<file path="src/rtl/alu_pkg.sv">
package alu_pkg;

    localparam int OP_W = 4;

    localparam logic [OP_W-1:0] OP_AND  = 4'd0;
    localparam logic [OP_W-1:0] OP_OR   = 4'd1;
    localparam logic [OP_W-1:0] OP_ADD  = 4'd2;
    localparam logic [OP_W-1:0] OP_ADDU = 4'd3;
    localparam logic [OP_W-1:0] OP_SUB  = 4'd4;
    localparam logic [OP_W-1:0] OP_SUBU = 4'd5;
    localparam logic [OP_W-1:0] OP_SLT  = 4'd6;
    localparam logic [OP_W-1:0] OP_SLTU = 4'd7;

    // per-bit output selector inside each slice
    typedef enum logic [1:0] {
        SEL_AND  = 2'd0,
        SEL_OR   = 2'd1,
        SEL_SUM  = 2'd2,
        SEL_LESS = 2'd3
    } slice_sel_e;

    typedef enum logic [1:0] {
        CMP_NONE     = 2'd0,
        CMP_SIGNED   = 2'd1,
        CMP_UNSIGNED = 2'd2
    } cmp_kind_e;

    typedef struct packed {
        logic       b_invert;    // invert B before the adder
        logic       carry_seed;  // carry into bit 0
        slice_sel_e sel;         // slice output choice
        logic       arith;       // carry_out is meaningful
        logic       trap_en;     // overflow may raise trap
        cmp_kind_e  cmp;         // which less bit feeds bit 0
        logic       kill;        // unused code: force zero result
    } alu_ctrl_t;

    function automatic alu_ctrl_t decode_op(input logic [OP_W-1:0] code);
        alu_ctrl_t c;
        c.b_invert   = 1'b0;
        c.carry_seed = 1'b0;
        c.sel        = SEL_AND;
        c.arith      = 1'b0;
        c.trap_en    = 1'b0;
        c.cmp        = CMP_NONE;
        c.kill       = 1'b0;
        case (code)
            OP_AND:  c.sel = SEL_AND;
            OP_OR:   c.sel = SEL_OR;
            OP_ADD: begin
                c.sel     = SEL_SUM;
                c.arith   = 1'b1;
                c.trap_en = 1'b1;
            end
            OP_ADDU: begin
                c.sel   = SEL_SUM;
                c.arith = 1'b1;
            end
            OP_SUB: begin
                c.sel        = SEL_SUM;
                c.b_invert   = 1'b1;
                c.carry_seed = 1'b1;
                c.arith      = 1'b1;
                c.trap_en    = 1'b1;
            end
            OP_SUBU: begin
                c.sel        = SEL_SUM;
                c.b_invert   = 1'b1;
                c.carry_seed = 1'b1;
                c.arith      = 1'b1;
            end
            OP_SLT: begin
                c.sel        = SEL_LESS;
                c.b_invert   = 1'b1;
                c.carry_seed = 1'b1;
                c.arith      = 1'b1;
                c.cmp        = CMP_SIGNED;
            end
            OP_SLTU: begin
                c.sel        = SEL_LESS;
                c.b_invert   = 1'b1;
                c.carry_seed = 1'b1;
                c.arith      = 1'b1;
                c.cmp        = CMP_UNSIGNED;
            end
            default: c.kill = 1'b1;
        endcase
        return c;
    endfunction

    // signed overflow from the sign bits of A, effective B and the sum
    function automatic logic sign_overflow(input logic a_msb,
                                           input logic b_eff_msb,
                                           input logic sum_msb);
        return (a_msb == b_eff_msb) && (sum_msb != a_msb);
    endfunction

endpackage

</file>
<file path="src/rtl/alu_bit_slice.sv">
module alu_bit_slice
    import alu_pkg::*;
(
    input  logic       a,
    input  logic       b,
    input  logic       b_invert,
    input  logic       carry_in,
    input  logic       less_in,
    input  slice_sel_e sel,
    output logic       res,
    output logic       sum,
    output logic       b_eff,
    output logic       carry_out
);

    always_comb begin
        b_eff     = b ^ b_invert;
        sum       = a ^ b_eff ^ carry_in;
        carry_out = (a & b_eff) | (a & carry_in) | (b_eff & carry_in);
        case (sel)
            SEL_AND:  res = a & b_eff;
            SEL_OR:   res = a | b_eff;
            SEL_SUM:  res = sum;
            default:  res = less_in;
        endcase
    end

endmodule

</file>
<file path="src/rtl/alu_ripple.sv">
module alu_ripple
    import alu_pkg::*;
#(
    parameter int W = 32
) (
    input  logic [W-1:0] a,
    input  logic [W-1:0] b,
    input  logic         b_invert,
    input  logic         carry_seed,
    input  slice_sel_e   sel,
    input  logic         set_bit,
    output logic [W-1:0] res,
    output logic         sum_msb,
    output logic         b_eff_msb,
    output logic         carry_final
);

    logic [W:0]   carry;
    logic [W-1:0] sum_v;
    logic [W-1:0] beff_v;

    assign carry[0] = carry_seed;

    for (genvar i = 0; i < W; i++) begin : g_slice
        logic less_i;
        if (i == 0) begin : g_lsb
            assign less_i = set_bit;
        end else begin : g_upper
            assign less_i = 1'b0;
        end

        alu_bit_slice u_slice (
            .a        (a[i]),
            .b        (b[i]),
            .b_invert (b_invert),
            .carry_in (carry[i]),
            .less_in  (less_i),
            .sel      (sel),
            .res      (res[i]),
            .sum      (sum_v[i]),
            .b_eff    (beff_v[i]),
            .carry_out(carry[i+1])
        );
    end

    assign sum_msb     = sum_v[W-1];
    assign b_eff_msb   = beff_v[W-1];
    assign carry_final = carry[W];

endmodule

</file>
<file path="src/rtl/alu_status.sv">
module alu_status
    import alu_pkg::*;
#(
    parameter int W = 32
) (
    input  alu_ctrl_t    ctrl,
    input  logic         a_msb,
    input  logic         b_eff_msb,
    input  logic         sum_msb,
    input  logic         chain_carry,
    input  logic [W-1:0] chain_res,
    output logic         set_bit,
    output logic [W-1:0] result,
    output logic         carry_out,
    output logic         zero,
    output logic         trap
);

    logic ovf;

    always_comb begin
        ovf = sign_overflow(a_msb, b_eff_msb, sum_msb);
        case (ctrl.cmp)
            CMP_SIGNED:   set_bit = sum_msb ^ ovf;
            CMP_UNSIGNED: set_bit = ~chain_carry;
            default:      set_bit = 1'b0;
        endcase
        result    = ctrl.kill ? '0 : chain_res;
        carry_out = ctrl.arith & chain_carry;
        trap      = ctrl.trap_en & ovf;
        zero      = ~|result;
    end

endmodule

</file>
<file path="src/rtl/imm_extend.sv">
module imm_extend #(
    parameter int OUT_W  = 32,
    parameter int HALF_W = 16,
    parameter int BYTE_W = 8
) (
    input  logic [HALF_W-1:0] val_in,
    input  logic              byte_mode,
    input  logic              sign_mode,
    output logic [OUT_W-1:0]  val_out
);

    localparam int HALF_PAD = OUT_W - HALF_W;
    localparam int BYTE_PAD = OUT_W - BYTE_W;

    logic             half_fill;
    logic             byte_fill;
    logic [OUT_W-1:0] half_wide;
    logic [OUT_W-1:0] byte_wide;

    always_comb begin
        half_fill = sign_mode & val_in[HALF_W-1];
        byte_fill = sign_mode & val_in[BYTE_W-1];
        half_wide = {{HALF_PAD{half_fill}}, val_in};
        byte_wide = {{BYTE_PAD{byte_fill}}, val_in[BYTE_W-1:0]};
        val_out   = byte_mode ? byte_wide : half_wide;
    end

endmodule

</file>
<file path="src/rtl/rc_alu.sv">
module rc_alu
    import alu_pkg::*;
#(
    parameter int W      = 32,
    parameter int IMM_W  = 16,
    parameter int BYTE_W = 8
) (
    input  logic [W-1:0]     opa,
    input  logic [W-1:0]     opb,
    input  logic [OP_W-1:0]  op,
    output logic [W-1:0]     result,
    output logic             carry_out,
    output logic             zero,
    output logic             trap,
    input  logic [IMM_W-1:0] ext_in,
    input  logic             ext_byte,
    input  logic             ext_sign,
    output logic [W-1:0]     ext_out
);

    alu_ctrl_t    ctrl;
    logic [W-1:0] chain_res;
    logic         sum_msb;
    logic         b_eff_msb;
    logic         chain_carry;
    logic         set_bit;

    assign ctrl = decode_op(op);

    alu_ripple #(.W(W)) u_chain (
        .a          (opa),
        .b          (opb),
        .b_invert   (ctrl.b_invert),
        .carry_seed (ctrl.carry_seed),
        .sel        (ctrl.sel),
        .set_bit    (set_bit),
        .res        (chain_res),
        .sum_msb    (sum_msb),
        .b_eff_msb  (b_eff_msb),
        .carry_final(chain_carry)
    );

    alu_status #(.W(W)) u_status (
        .ctrl       (ctrl),
        .a_msb      (opa[W-1]),
        .b_eff_msb  (b_eff_msb),
        .sum_msb    (sum_msb),
        .chain_carry(chain_carry),
        .chain_res  (chain_res),
        .set_bit    (set_bit),
        .result     (result),
        .carry_out  (carry_out),
        .zero       (zero),
        .trap       (trap)
    );

    imm_extend #(.OUT_W(W), .HALF_W(IMM_W), .BYTE_W(BYTE_W)) u_ext (
        .val_in   (ext_in),
        .byte_mode(ext_byte),
        .sign_mode(ext_sign),
        .val_out  (ext_out)
    );

endmodule

</file>
<file path="config.mk">
export PLATFORM = sky130hd
export DESIGN_NAME = rc_alu
export DESIGN_NICKNAME = d
export VERILOG_FILES = /design/src/rtl/alu_pkg.sv /design/src/rtl/alu_bit_slice.sv /design/src/rtl/alu_ripple.sv /design/src/rtl/alu_status.sv /design/src/rtl/imm_extend.sv /design/src/rtl/rc_alu.sv
export SDC_FILE = /design/constraint.sdc
export NUM_CORES = 1
export LEC_CHECK = 0
export BUFFER_PORTS_ARGS = -buffer_cell sky130_fd_sc_hd__buf_2
export CORE_ASPECT_RATIO = 0.9
export CORE_MARGIN = 5
export CORE_UTILIZATION = 45
export DETAILED_ROUTE_END_ITERATION = 12
export GPL_TIMING_DRIVEN = 0
export PLACE_DENSITY_LB_ADDON = 0.12
export SLEW_MARGIN = 10
export SYNTH_ARGS = -nofsm -noshare
export SYNTH_HDL_FRONTEND = slang
export SYNTH_SLANG_ARGS = --single-unit
</file>
<file path="constraint.sdc">
create_clock -name vclk -period 18
set_clock_uncertainty 0.15 [all_clocks]
set_input_delay 0.9 -clock vclk [all_inputs]
set_output_delay 0.9 -clock vclk [all_outputs]
set_load 0.1 [all_outputs]
</file>
==> results by group <==
Global routing
  • Vias in the first global route: 3430
  • GR Util All Layers: 0.218
  • Antenna violations before repair: 0
  • Global-route wire length before repair: 16.6 mm
  • Largest net degree at the start of global routing: 17
  • Grt total ovfl: 0

Timing
  • Setup violators final: 0
  • Unrepaired setup endpoints after global routing: no
  • Tcrit/Tclk final: 0.965
  • Fin. max-slew vios: 0
  • Final hold viol count: 0
  • Final WS setup: 0.638 ns
  • Max frequency: 57.6 MHz
  • Actual slew at the worst max-slew pin: 1.11 ns
  • Post-layout min period: 17.36 ns
  • Slew headroom: 0.255

Place
  • Port Buf Inserts: 144
  • GPL Wtd Cong: 0.870
  • Place WS: -0.294 ns
  • Hpwl dp: 8.64 mm

Layout
  • # clk buffers: 0
  • Nets: 735
  • Antenna cells: 0
  • Fill cells: 727
  • Seq Cell Count: 0
  • Area growth, synth to finish: 25.9%
  • Sequential Area: 0 um2
  • Final core occ: 0.587
  • Share of layout cells above drive strength 1: 0.329

Pwr
  • Pwr Total: 0.205 mW
  • PD cells: 49.0 nW/um2
  • Sequential share of power: 0
  • Net Sw Frac: 0.723
  • Clk pwr share: 0
  • Switch Pwr: 0.148 mW
  • Combinational power share: 1.000
  • LEAKAGE: 2.34 nW
  • Maximum vdd drop: 0.0299 mV
  • P_int: 0.0567 mW

Run status
  • Status: completed

Drt
  • Via density per instance: 5.17
  • First-pass DRT Iterations: 5
  • Wire length per cell: 16.3 um
  • First DRT Iteration DRCs: 137
  • Vias: 3338
  • Post-route ant nets: 0
  • # DRC: 0
  • Routed wire length: 10.5 mm

Critical path
  • Critical Path RT: 16.95 ns
  • Worst Setup Start Kind: input pin
  • Crit path max fanout: 15
  • CP max stage delay: 0.44 ns
  • Critical path arrival: 16.31 ns
  • Slowest-stage cell, CP: fa_1
  • Crit Path Category: in -> out
  • CP most frequent cell: fa_1
  • Critical Path End Type: primary output

Yosys
  • Unique masters post-synth: 43
  • Ranking of synthesized cells by area: ha_1 (24%), fa_1 (18%), inv_1 (8.9%)
  • Cell count after synthesis: 410
  • Total nets after synthesis: 590
  • Area leader, netlist: ha_1
  • Post-synthesis cell area: 3320 um2
  • Yosys top cell area share: 0.241
  • Seq/Total Area, Yosys: 0
  • Yosys warns: 0
  • Synthesized area per cell: 8.09 um2

Die
  • Die X: 101 um
  • Starting Density: 0.467
  • Die area: 9190 um2
  • Die Height: 91.5 um
  • Core Box Area: 7110 um2
  • Row cnt: 29
  • Io pins: 153

Worst hold path
  • Hold Path Origin: ext_in[1]
  • WHS Endpoint: ext_out[1]
  • Hold crit path type: in -> out
  • Hold path depth: 2

Clocking
  • Cts hold-fix bufs: 0

Job
  • Max-Cap Viols: 0
==> logic make-up (layout without fill, tap and decap cells) <==
family / Yosys count / in the layout / share of synthesized area
AND/OR/NAND/NOR: 73 / 73 / 0.140
XOR/XNOR: 34 / 34 / 0.0897
buffers and inverters: 126 / 269 / 0.175
adder cells (fa/ha/maj): 94 / 94 / 0.422
AO/OA/AOI/OAI: 82 / 82 / 0.169
multiplexers: 1 / 1 / 0.00339
==> how the worst max path moves through the flow <==
stage | end | depth (start not counted) | from | slack [ns]
after floorplan | zero | 46 | op[0] | -0.003
after global placement | zero | 48 | op[0] | -0.16
after global routing | zero | 48 | op[0] | 0.02
after CTS | zero | 47 | op[0] | 0.07
after detailed placement | zero | 48 | op[0] | -0.29
final | zero | 48 | op[0] | 0.64
==> power groups by stage <==
| stage | Clock (mW) | Sequential, mW | Combinational, mW |
|---|---|---|---|
| 3_5_place_dp | 0 | 0 | 0.203 |
| 2_1_floorplan | 0 | 0 | 0.155 |
| 4_1_cts | 0 | 0 | 0.204 |
| 5_1_grt | 0 | 0 | 0.221 |
| 6_report | 0 | 0 | 0.205 |
| 3_3_place_gp | 0 | 0 | 0.199 |
==> critical path: cells and delay by family <==
family / cells / cell delay (ns)
adder cells (fa/ha/maj): 32 / 12.32
buffers and inverters: 7 / 1.37
AND/OR/NAND/NOR: 5 / 1.05
AO/OA/AOI/OAI: 3 / 0.48
XOR/XNOR: 1 / 0.14
==> layout by cell type (no fill, tap or decap), types with 2 or more instances in the layout <==
master and n:
ha_1 64, xor2_1 33, a21oi_1 23, fa_1 30
a222oi_1 2, nand2_1 10, clkbuf_1 14, buf_2 145
nor3b_1 2, o21ai_0 10, a31oi_1 9, or4_1 2
a2bb2oi_1 2, and2_1 3, nand3b_1 27, nor2b_1 2
a32oi_1 21, nor2_1 5, inv_1 79, buf_4 25
clkbuf_2 2, o211ai_1 7, nor4_1 5, buf_6 2
nand2b_1 2, nand3_1 7, nor4_2 2
==> synthesized netlist by cell type, types with 2 or more instances <==
cell type	number
fa_1	30
o211ai_1	7
clkbuf_1	17
or4_1	2
buf_4	24
nand3_1	7
a2bb2oi_1	2
a21oi_1	23
buf_6	2
nor2_1	5
buf_2	2
nor4_1	6
inv_1	79
a31oi_1	9
nor3b_1	2
a32oi_1	21
xor2_1	33
nand2b_1	2
nor2b_1	2
buf_1	2
nand3b_1	27
a222oi_1	2
nand2_1	10
and2_1	3
o21ai_0	10
ha_1	64
==> per-stage QoR <==
stage               hold WS (ns)  cell area [um2]  cells  TNS [ns]
floorplan                   1.86             3320    410  -0.00301
global placement            2.04             4160    647    -0.155
detailed placement          2.04             4160    647    -0.307
CTS                         2.04             4170    647         0
global route                2.04             4180    646         0
finish                      2.03             4180    646         0
==> what timing repair did <==
action,in CTS,in global routing
gates resized for setup,2,6
endpoints found under the setup margin,2,4
setup buffers,0,0
==> layout make-up <==
class,instances,area (um2),share of cell area
Inverter,79,297,0.0710
Buffer,46,287,0.0686
Tap cell,93,116,0.0279
Timing Repair Buffer,144,723,0.173
Multi-Input combinational cell,284,2750,0.659
==> metal layers <==
layer	routed length, um	share of wire	track usage	vias up
li1	-	-	-	1621
met1	4590	0.44	0.289	1570
met2	5030	0.48	0.384	141
met3	830	0.079	0.0307	6
met4	76	0.0072	0.0258	0
met5	0	0	0	-
Note: power is estimated with default switching activity, not from simulation.
